`src/rtl/scan_tap_pkg.sv`:
```
package scan_tap_pkg;
   localparam int IR_W = 10;
   localparam int ID_W = 32;

   typedef enum logic [3:0] {
      ST_RESET, ST_IDLE,
      ST_DR_SEL, ST_DR_CAP, ST_DR_SH, ST_DR_EX1, ST_DR_PA, ST_DR_EX2, ST_DR_UPD,
      ST_IR_SEL, ST_IR_CAP, ST_IR_SH, ST_IR_EX1, ST_IR_PA, ST_IR_EX2, ST_IR_UPD
   } tap_state_e;

   typedef enum logic [1:0] {SEL_BYP, SEL_IDC, SEL_USR, SEL_BND} dr_sel_e;

   localparam logic [IR_W-1:0] OP_SAMPLE  = 10'b00_0000_0101;
   localparam logic [IR_W-1:0] OP_EXTEST  = 10'b00_0000_1111;
   localparam logic [IR_W-1:0] OP_BYPASS  = 10'b11_1111_1111;
   localparam logic [IR_W-1:0] OP_USER    = 10'b00_0000_0111;
   localparam logic [IR_W-1:0] OP_IDENT   = 10'b00_0000_0110;
   localparam logic [IR_W-1:0] OP_HIGHZ   = 10'b00_0000_1011;
   localparam logic [IR_W-1:0] OP_CLAMP   = 10'b00_0000_1010;
   localparam logic [IR_W-1:0] OP_RECONF  = 10'b00_0000_0001;
   localparam logic [IR_W-1:0] IR_CAPTURE = {{(IR_W-2){1'b0}}, 2'b01};
endpackage

```
`src/rtl/scan_tap_fsm.sv`:
```
module scan_tap_fsm
   import scan_tap_pkg::*;
(
   input  logic       tck,
   input  logic       rst_n,
   input  logic       tms,
   output tap_state_e state,
   output tap_state_e state_nxt
);
   always_comb begin
      case (state)
         ST_RESET:  state_nxt = tms ? ST_RESET  : ST_IDLE;
         ST_IDLE:   state_nxt = tms ? ST_DR_SEL : ST_IDLE;
         ST_DR_SEL: state_nxt = tms ? ST_IR_SEL : ST_DR_CAP;
         ST_DR_CAP: state_nxt = tms ? ST_DR_EX1 : ST_DR_SH;
         ST_DR_SH:  state_nxt = tms ? ST_DR_EX1 : ST_DR_SH;
         ST_DR_EX1: state_nxt = tms ? ST_DR_UPD : ST_DR_PA;
         ST_DR_PA:  state_nxt = tms ? ST_DR_EX2 : ST_DR_PA;
         ST_DR_EX2: state_nxt = tms ? ST_DR_UPD : ST_DR_SH;
         ST_DR_UPD: state_nxt = tms ? ST_DR_SEL : ST_IDLE;
         ST_IR_SEL: state_nxt = tms ? ST_RESET  : ST_IR_CAP;
         ST_IR_CAP: state_nxt = tms ? ST_IR_EX1 : ST_IR_SH;
         ST_IR_SH:  state_nxt = tms ? ST_IR_EX1 : ST_IR_SH;
         ST_IR_EX1: state_nxt = tms ? ST_IR_UPD : ST_IR_PA;
         ST_IR_PA:  state_nxt = tms ? ST_IR_EX2 : ST_IR_PA;
         ST_IR_EX2: state_nxt = tms ? ST_IR_UPD : ST_IR_SH;
         default:   state_nxt = tms ? ST_DR_SEL : ST_IDLE;
      endcase
   end

   always_ff @(posedge tck or negedge rst_n) begin
      if (!rst_n) state <= ST_RESET;
      else        state <= state_nxt;
   end
endmodule

```
`src/rtl/scan_tap_ir.sv`:
```
module scan_tap_ir
   import scan_tap_pkg::*;
#(
   parameter logic [IR_W-1:0] RESET_OP = OP_IDENT
)(
   input  logic            tck,
   input  logic            rst_n,
   input  logic            tdi,
   input  tap_state_e      state,
   output logic            ir_so,
   output logic [IR_W-1:0] ir_q,
   output logic [IR_W-1:0] ir_next
);
   logic [IR_W-1:0] ir_sr;

   always_ff @(posedge tck or negedge rst_n) begin
      if (!rst_n) begin
         ir_sr <= IR_CAPTURE;
         ir_q  <= RESET_OP;
      end else begin
         if (state == ST_IR_CAP)     ir_sr <= IR_CAPTURE;
         else if (state == ST_IR_SH) ir_sr <= {tdi, ir_sr[IR_W-1:1]};
         ir_q <= ir_next;
      end
   end

   always_comb begin
      if (state == ST_IR_UPD)     ir_next = ir_sr;
      else if (state == ST_RESET) ir_next = RESET_OP;
      else                        ir_next = ir_q;
   end

   assign ir_so = ir_sr[0];
endmodule

```
`src/rtl/scan_tap_decode.sv`:
```
module scan_tap_decode
   import scan_tap_pkg::*;
(
   input  logic [IR_W-1:0] ir,
   output dr_sel_e         dr_sel,
   output logic            hiz,
   output logic            clamp,
   output logic            drive_en
);
   always_comb begin
      dr_sel   = SEL_BYP;
      hiz      = 1'b0;
      clamp    = 1'b0;
      drive_en = 1'b0;
      case (ir)
         OP_SAMPLE: dr_sel = SEL_BND;
         OP_EXTEST: begin dr_sel = SEL_BND; drive_en = 1'b1; end
         OP_IDENT:  dr_sel = SEL_IDC;
         OP_USER:   dr_sel = SEL_USR;
         OP_HIGHZ:  hiz = 1'b1;
         OP_CLAMP:  begin clamp = 1'b1; drive_en = 1'b1; end
         default:   dr_sel = SEL_BYP;
      endcase
   end
endmodule

```
`src/rtl/scan_tap_const_dr.sv`:
```
module scan_tap_const_dr #(
   parameter int           W   = 32,
   parameter logic [W-1:0] VAL = '0
)(
   input  logic tck,
   input  logic rst_n,
   input  logic tdi,
   input  logic capture,
   input  logic shift,
   output logic so
);
   logic [W-1:0] sr;

   always_ff @(posedge tck or negedge rst_n) begin
      if (!rst_n)       sr <= VAL;
      else if (capture) sr <= VAL;
      else if (shift)   sr <= {tdi, sr[W-1:1]};
   end

   assign so = sr[0];
endmodule

```
`src/rtl/scan_tap_bsr.sv`:
```
module scan_tap_bsr #(
   parameter int LEN = 8
)(
   input  logic           tck,
   input  logic           rst_n,
   input  logic           tdi,
   input  logic           capture,
   input  logic           shift,
   input  logic           update,
   input  logic [LEN-1:0] pin_in,
   output logic           so,
   output logic [LEN-1:0] upd_q
);
   logic [LEN-1:0] sr;

   generate
      if (LEN == 1) begin : g_one
         always_ff @(posedge tck or negedge rst_n) begin
            if (!rst_n)       sr <= '0;
            else if (capture) sr <= pin_in;
            else if (shift)   sr <= tdi;
         end
      end else begin : g_many
         always_ff @(posedge tck or negedge rst_n) begin
            if (!rst_n)       sr <= '0;
            else if (capture) sr <= pin_in;
            else if (shift)   sr <= {tdi, sr[LEN-1:1]};
         end
      end
   endgenerate

   always_ff @(posedge tck or negedge rst_n) begin
      if (!rst_n)      upd_q <= '0;
      else if (update) upd_q <= sr;
   end

   assign so = sr[0];
endmodule

```
`src/rtl/scan_tap_ctrl.sv`:
```
module scan_tap_ctrl
   import scan_tap_pkg::*;
#(
   parameter int          BSR_LEN      = 8,
   parameter logic [31:0] IDCODE_VAL   = 32'h2A5C_10DD,
   parameter logic [31:0] USERCODE_VAL = 32'hC0DE_F00D,
   parameter bit          USE_TRST     = 1'b1
)(
   input  logic               tck,
   input  logic               tms,
   input  logic               tdi,
   input  logic               trst_n,
   output logic               tdo,
   output logic               tdo_oe,
   input  logic [BSR_LEN-1:0] pin_in,
   output logic [BSR_LEN-1:0] pin_out,
   output logic               pin_drive_en,
   output logic               pin_hiz,
   output logic               pin_clamp,
   output logic               reconfig_pulse
);
   localparam int N_CONST = 2;

   generate
      if (BSR_LEN < 1) begin : g_bad_len
         $error("BSR_LEN must be at least 1");
      end
      if (IDCODE_VAL[0] != 1'b1) begin : g_bad_id
         $error("IDCODE_VAL bit 0 must be 1");
      end
   endgenerate

   logic rst_n;
   generate
      if (USE_TRST) begin : g_trst
         assign rst_n = trst_n;
      end else begin : g_no_trst
         assign rst_n = 1'b1;
      end
   endgenerate

   tap_state_e      state, state_nxt;
   logic [IR_W-1:0] ir_q, ir_next;
   logic            ir_so, bnd_so, byp_q, shift_out;
   dr_sel_e         dr_sel;
   logic [N_CONST-1:0] cdr_so, cdr_hit;
   logic [31:0]     cdr_val [N_CONST];
   logic            dr_cap, dr_sh, dr_upd;

   assign dr_cap = (state == ST_DR_CAP);
   assign dr_sh  = (state == ST_DR_SH);
   assign dr_upd = (state == ST_DR_UPD);

   scan_tap_fsm u_fsm (
      .tck(tck), .rst_n(rst_n), .tms(tms), .state(state), .state_nxt(state_nxt)
   );

   scan_tap_ir #(.RESET_OP(OP_IDENT)) u_ir (
      .tck(tck), .rst_n(rst_n), .tdi(tdi), .state(state),
      .ir_so(ir_so), .ir_q(ir_q), .ir_next(ir_next)
   );

   scan_tap_decode u_dec (
      .ir(ir_q), .dr_sel(dr_sel), .hiz(pin_hiz), .clamp(pin_clamp),
      .drive_en(pin_drive_en)
   );

   assign cdr_hit    = {dr_sel == SEL_USR, dr_sel == SEL_IDC};
   assign cdr_val[0] = IDCODE_VAL;
   assign cdr_val[1] = USERCODE_VAL;

   genvar g;
   generate
      for (g = 0; g < N_CONST; g++) begin : g_cdr
         scan_tap_const_dr #(
            .W(ID_W), .VAL((g == 0) ? IDCODE_VAL : USERCODE_VAL)
         ) u_cdr (
            .tck(tck), .rst_n(rst_n), .tdi(tdi),
            .capture(dr_cap && cdr_hit[g]), .shift(dr_sh && cdr_hit[g]),
            .so(cdr_so[g])
         );
      end
   endgenerate

   scan_tap_bsr #(.LEN(BSR_LEN)) u_bsr (
      .tck(tck), .rst_n(rst_n), .tdi(tdi),
      .capture(dr_cap && dr_sel == SEL_BND),
      .shift(dr_sh && dr_sel == SEL_BND),
      .update(dr_upd && dr_sel == SEL_BND),
      .pin_in(pin_in), .so(bnd_so), .upd_q(pin_out)
   );

   always_ff @(posedge tck or negedge rst_n) begin
      if (!rst_n)                            byp_q <= 1'b0;
      else if (dr_cap && dr_sel == SEL_BYP)  byp_q <= 1'b0;
      else if (dr_sh && dr_sel == SEL_BYP)   byp_q <= tdi;
   end

   always_comb begin
      if (state == ST_IR_SH) shift_out = ir_so;
      else begin
         case (dr_sel)
            SEL_IDC: shift_out = cdr_so[0];
            SEL_USR: shift_out = cdr_so[1];
            SEL_BND: shift_out = bnd_so;
            default: shift_out = byp_q;
         endcase
      end
   end

   always_ff @(negedge tck or negedge rst_n) begin
      if (!rst_n) begin
         tdo    <= 1'b0;
         tdo_oe <= 1'b0;
      end else begin
         tdo    <= shift_out;
         tdo_oe <= (state == ST_DR_SH) || (state == ST_IR_SH);
      end
   end

   always_ff @(posedge tck or negedge rst_n) begin
      if (!rst_n) reconfig_pulse <= 1'b0;
      else        reconfig_pulse <= (state != ST_IDLE) && (state_nxt == ST_IDLE)
                                    && (ir_next == OP_RECONF);
   end

   logic unused_cdr;
   assign unused_cdr = ^{cdr_val[0], cdr_val[1]};
endmodule

```
`config.mk`:
```
export PLATFORM = sky130hd
export DESIGN_NAME = scan_tap_ctrl
export DESIGN_NICKNAME = d
export VERILOG_FILES = /design/src/rtl/scan_tap_pkg.sv /design/src/rtl/scan_tap_fsm.sv /design/src/rtl/scan_tap_ir.sv /design/src/rtl/scan_tap_decode.sv /design/src/rtl/scan_tap_const_dr.sv /design/src/rtl/scan_tap_bsr.sv /design/src/rtl/scan_tap_ctrl.sv
export SDC_FILE = /design/constraint.sdc
export NUM_CORES = 1
export LEC_CHECK = 0
export ABC_AREA = 1
export BUFFER_PORTS_ARGS = -buffer_cell sky130_fd_sc_hd__buf_2
export CORE_UTILIZATION = 55
export DETAILED_ROUTE_END_ITERATION = 8
export PLACE_DENSITY = 0.76
export SETUP_SLACK_MARGIN = 0.05
export SLEW_MARGIN = 15
export SYNTH_ARGS = -nofsm -noshare
export SYNTH_HDL_FRONTEND = slang
export SYNTH_SLANG_ARGS = --single-unit
```
`constraint.sdc`:
```
create_clock -name tck -period 1.87 [get_ports tck]
set_clock_uncertainty 0.2 [all_clocks]
set_input_delay 0.2805 -clock tck [delete_from_list [all_inputs] [get_ports tck]]
set_output_delay 0.2805 -clock tck [all_outputs]
set_load 0.01 [all_outputs]
```
# Yosys cells after proc, flatten, opt, wreduce, memory -nomap -nowiden
# Cells that the tools add are included.
# W data, S select, Z words.
[totals]
reg_bits = 108
inputBits = 12
output_inout_bits = 14
elab_cells = 91
[classes]
eq_ne = 26
muxes = 31
n_reduce_logical = 23
[op_table]
columns = ["op", "count"]
rows = [
  ["$mux W32", 4],
  ["$pmux W4 S11", 1],
  ["$mux W10", 4],
  ["$eq A4 B4 Y1 const B", 8],
  ["$eq A10 B3 Y1 const B", 3],
  ["$eq A10 B4 Y1 const B", 3],
  ["$eq A4 B3 Y1 const B", 4],
  ["$mux W4", 4],
  ["$mux W8", 2],
  ["$logic_and A1 B1 Y1", 11],
  ["$eq A10 B1 Y1 const B", 1],
  ["$reduce_bool A2 Y1", 5],
  ["$mux W1", 9],
  ["$eq A4 B2 Y1 const B", 2],
  ["$reduce_or A2 Y1", 4],
  ["$mux W2", 3],
  ["$mux W3", 2],
  ["$pmux W2 S3", 1],
  ["$eq A2 B2 Y1 const B", 2],
  ["$eq A4 B1 Y1 const B", 1],
  ["$logic_not A4 Y1", 1],
  ["$ne A4 B1 Y1 const B", 1],
  ["$pmux W1 S3", 1],
  ["$eq A2 B1 Y1 const B", 1],
  ["2 further kinds", 2],
]

# Depth between registers and ports, before layout
[logic_depth]
ltp_word = 7
ltp_mapped = 12
ltp_nobuf = 11

# Modules after synthesis
# A second synthesis with hierarchy kept.
[hier_totals]
cells_unflattened = 619
hier_area_um2 = 5086.1
[by_module_without_submodules]
columns = ["mod", "instances", "cells_each", "area_per_inst_um2", "seq_area_each_um2"]
rows = [
  ["scan_tap_const_dr at g_cdr[1].u_cdr", 1, 141, 1307.5, 819.5],
  ["scan_tap_const_dr at g_cdr[0].u_cdr", 1, 141, 1306.3, 818.3],
  ["scan_tap_ir", 1, 102, 908.4, 504.2],
  ["scan_tap_bsr", 1, 77, 694.4, 400.4],
  ["scan_tap_fsm", 1, 69, 382.9, 100.1],
  ["scan_tap_ctrl", 1, 58, 345.3, 100.1],
  ["scan_tap_decode", 1, 31, 141.4, 0.0],
]

==> flow_metrics.py <==
metrics = {
    "hold_path": {
        "min_delay_path_depth": 5,
        "min_path_type": "in2reg",
    },
    "yosys": {
        "syn-cell-area_um2": 4980,
        "synth_top_cells_by_area": "sky130_fd_sc_hd__dfrtp_1 37%, sky130_fd_sc_hd__dfstp_2 17%, sky130_fd_sc_hd__nand2_1 9.4%",
        "yosysTopAreaCellShare_pct": 37.2,
        "yosysWarningCount": 0,
        "yosysSeqAreaShare_pct": 55.0,
        "synth.net_count": 618,
        "synth_seq_cells": 108,
        "synth_area_per_cell_um2": 8.22,
        "synthesis.instances": 606,
        "synthDominantAreaCellType": "sky130_fd_sc_hd__dfrtp_1",
        "post_synth_num_cell_types": 30,
    },
    "critical_path": {
        "timing.critical_path.arrival_ns": 1.87,
        "r2r_cells": 9,
        "worst_setup_path_end_kind": "flip-flop",
        "cp_slowest_cell": "sky130_fd_sc_hd__dfstp_2",
        "cp_cell_instances": "inv_2 > nor3_2 > nand3_1 > nand2_1 > nor2_2 > nand2_1 > nand2_1 > nand2_1 > nand2_1",
        "cpPeakStageDelay_ns": 0.58,
        "crit_required_ns": 0.95,
        "crit_path_max_fanout": 3,
        "most_frequent_cp_cell": "sky130_fd_sc_hd__nand2_1",
        "criticalPathCategory": "reg2reg",
        "critPathLaunchType": "flip-flop",
    },
    "global_routing": {
        "track_usage_pct": 27.6,
        "grt_overflow_total": 0,
        "grt_start_max_net_pins": 107,
        "antenna_violations_before_repair": 0,
        "grt_pass1_vias": 4461,
        "grt_first_pass_wirelength_mm": 21.1,
    },
    "finish": {
        "synthToLayoutAreaGrowth_pct": 35.6,
        "layout_filler_cell_count": 498,
        "final_layout_size_suffix_gt1_share_pct": 35.1,
        "finalInstanceArea_um2": 6760,
        "final_core_util_pct": 77.1,
        "layout.cells.most_common_list": "113 x sky130_fd_sc_hd__nand2_1, 111 x sky130_fd_sc_hd__inv_1, 74 x sky130_fd_sc_hd__dfrtp_1, 65 x sky130_fd_sc_hd__o21ai_1, 52 x sky130_fd_sc_hd__buf_4",
        "final_common_cell": "sky130_fd_sc_hd__nand2_1",
        "antenna-diode-count": 0,
        "layout.nets": 723,
    },
    "place": {
        "post-dp-hpwl_mm": 6.81,
        "routabilityCongestion": 0.918,
        "buffer_ports.inserted": 25,
        "place_area_um2": 5560,
    },
    "floorplanning": {
        "die-height_um": 97.2,
        "dieWidth_um": 97.2,
        "initial_core_util_pct": 56.9,
        "boundaryPins": 26,
        "die_area_um2": 9450,
        "core_um2": 8760,
        "rows": 34,
    },
    "detailed_routing": {
        "wl_mm": 14.5,
        "first_pass_iters": 5,
        "avgRoutedWirePerCell_um": 17.6,
        "drc": 0,
        "postRouteAntennaNets": 0,
        "viasPerCell": 5.70,
        "vias": 4700,
        "detailedRoute.firstIterationViolations": 451,
    },
    "power_and_ir_drop": {
        "intPower_w": 0.00543,
        "power.static_leakage_nw": 3.23,
        "share_seq_of_total_power_pct": 35.1,
        "clkPwrFrac_pct": 16.0,
        "power_density_nw_per_um2": 1360,
        "p_sw_w": 0.00375,
        "combinationalPowerShare_pct": 48.9,
        "power.share.switching_pct": 40.9,
        "peakVddDrop_mv": 0.737,
    },
    "timing": {
        "hold_ws_ns": 0.0426,
        "maxSlewViolCount": 0,
        "timing.final.setup_violations": 89,
        "grt_setup_unrepaired": "yes",
        "report.final.hold_viol_count": 0,
        "timing.max_slew.rel_slack_pct": 61.2,
        "finalWorstSetupSlack_ns": -0.925,
        "worst-slew-pin-transition_ns": 0.581,
    },
    "cts": {
        "cts_inserted_buffers": 9,
        "clock_latency_ns": 0.38,
        "ctsHtreeMaxLevel": 3,
        "clk_pin_slew_worst_paths_ns": 0.11,
        "cts-root-to-sink-buffers": 2,
        "cts_tree": "built",
        "numClockSinks": 108,
        "cts_root_buf": "sky130_fd_sc_hd__clkbuf_8",
    },
    "run_status": {
        "failed_checks": "setup timing",
        "outcome": "finished, violations left",
    },
    "flow_run": {
        "cap_violations": 0,
    },
}
-- per-layer routing --
layer | routed length [um] | track usage [%] | part of all wire (%) | up-vias
li1 | - | - | - | 2119
met1 | 5800 | 35.4 | 40 | 2286
met2 | 7270 | 47.6 | 50 | 242
met3 | 921 | 5.04 | 6.3 | 53
met4 | 523 | 8.96 | 3.6 | 0
met5 | 0 | 0 | 0 | -
-- logic make-up after synthesis --
kind of cell | Yosys count | share of synthesized area (%)
buf+inv | 152 | 12.2
simple gates | 215 | 18.6
flops | 108 | 55.0
compound gates | 131 | 14.1
-- power groups by stage --
stage	Clock [W]	Sequential [W]	Combinational [W]
final	0.00147	0.00322	0.00449
after global routing	0.00155	0.00326	0.00477
after CTS	0.00148	0.00316	0.00366
after detailed placement	0	0.00315	0.00254
after global placement	0	0.00314	0.00246
after floorplan	0	0.00314	0.00168
-- final cells by class --
cell class	count	area [um2]	share of cell area, %
Sequential cell	108	2740	40.6
Multi-Input combinational cell	346	1980	29.3
Timing Repair Buffer	114	1170	17.4
Inverter	129	502	7.42
Clock buffer	10	138	2.04
Tap cell	108	135	2.00
Clock inverter	6	63.8	0.944
Timing Repair inverter	3	25.0	0.370
-- path summary, 6_finish.rpt --
check / startpoint / end / slack, ns
max in group asynchronous: trst_n / tdo / 0.45
max: u_ir.ir_q[1] / tdo / -0.93
min in group asynchronous: trst_n / reconfig_pulse / 0.32
min reg2reg: g_cdr[1].u_cdr.sr[18] / g_cdr[1].u_cdr.sr[18] / 0.28
max reg2reg: u_ir.ir_q[1] / tdo / -0.93
min: pin_in[1] / u_bsr.sr[1] / 0.04
-- critical path, delay by kind of cell, from the launching register on --
kind | cells | cell delay (ns)
flops | 1 | 0.58
buf+inv | 1 | 0.06
simple gates | 8 | 0.85
-- stage by stage --
stage	power, W	std cells	setup WS [ns]	setup TNS, ns
after floorplan	0.00482	606	-0.650	-0.952
after global placement	0.00560	767	-0.591	-2.88
after detailed placement	0.00570	767	-0.678	-4.60
after CTS	0.00830	813	-0.679	-5.66
after global routing	0.00959	824	-0.964	-23.83
final	0.00918	824	-0.925	-16.51
-- timing repair --
item | 4_1_cts | 5_1_grt
gates resized for setup | 108 | 50
buffers inserted | 20 | 10
endpoints found under the setup margin | 89 | 91
hold endpoints to repair | 74 | 0
gates cloned | 10 | 3
pin swaps | 4 | 8
hold buffers | 1 | 0
-- registers in the layout, summed over array words and instances, names as in the netlist --
register        flops
g_cdr.u_cdr.sr     64
u_ir.ir_q          10
u_ir.ir_sr         10
u_bsr.sr            8
u_bsr.upd_q         8
u_fsm.state         4
byp_q               1
reconfig_pulse      1
tdo                 1
tdo_oe              1
-- Yosys cell counts, drive strengths merged --
cell,count
a21oi,2
a2bb2oi,1
buf,18
clkbuf,5
clkinv,1
dfrtn,2
dfrtp,74
dfstp,32
inv,128
nand2,127
nand3,46
nand3b,1
nand4,2
nor2,35
nor3,3
nor4,1
o211ai,2
o21ai,105
o22ai,10
o31ai,11
Note: power is estimated with default switching activity, not from simulation.
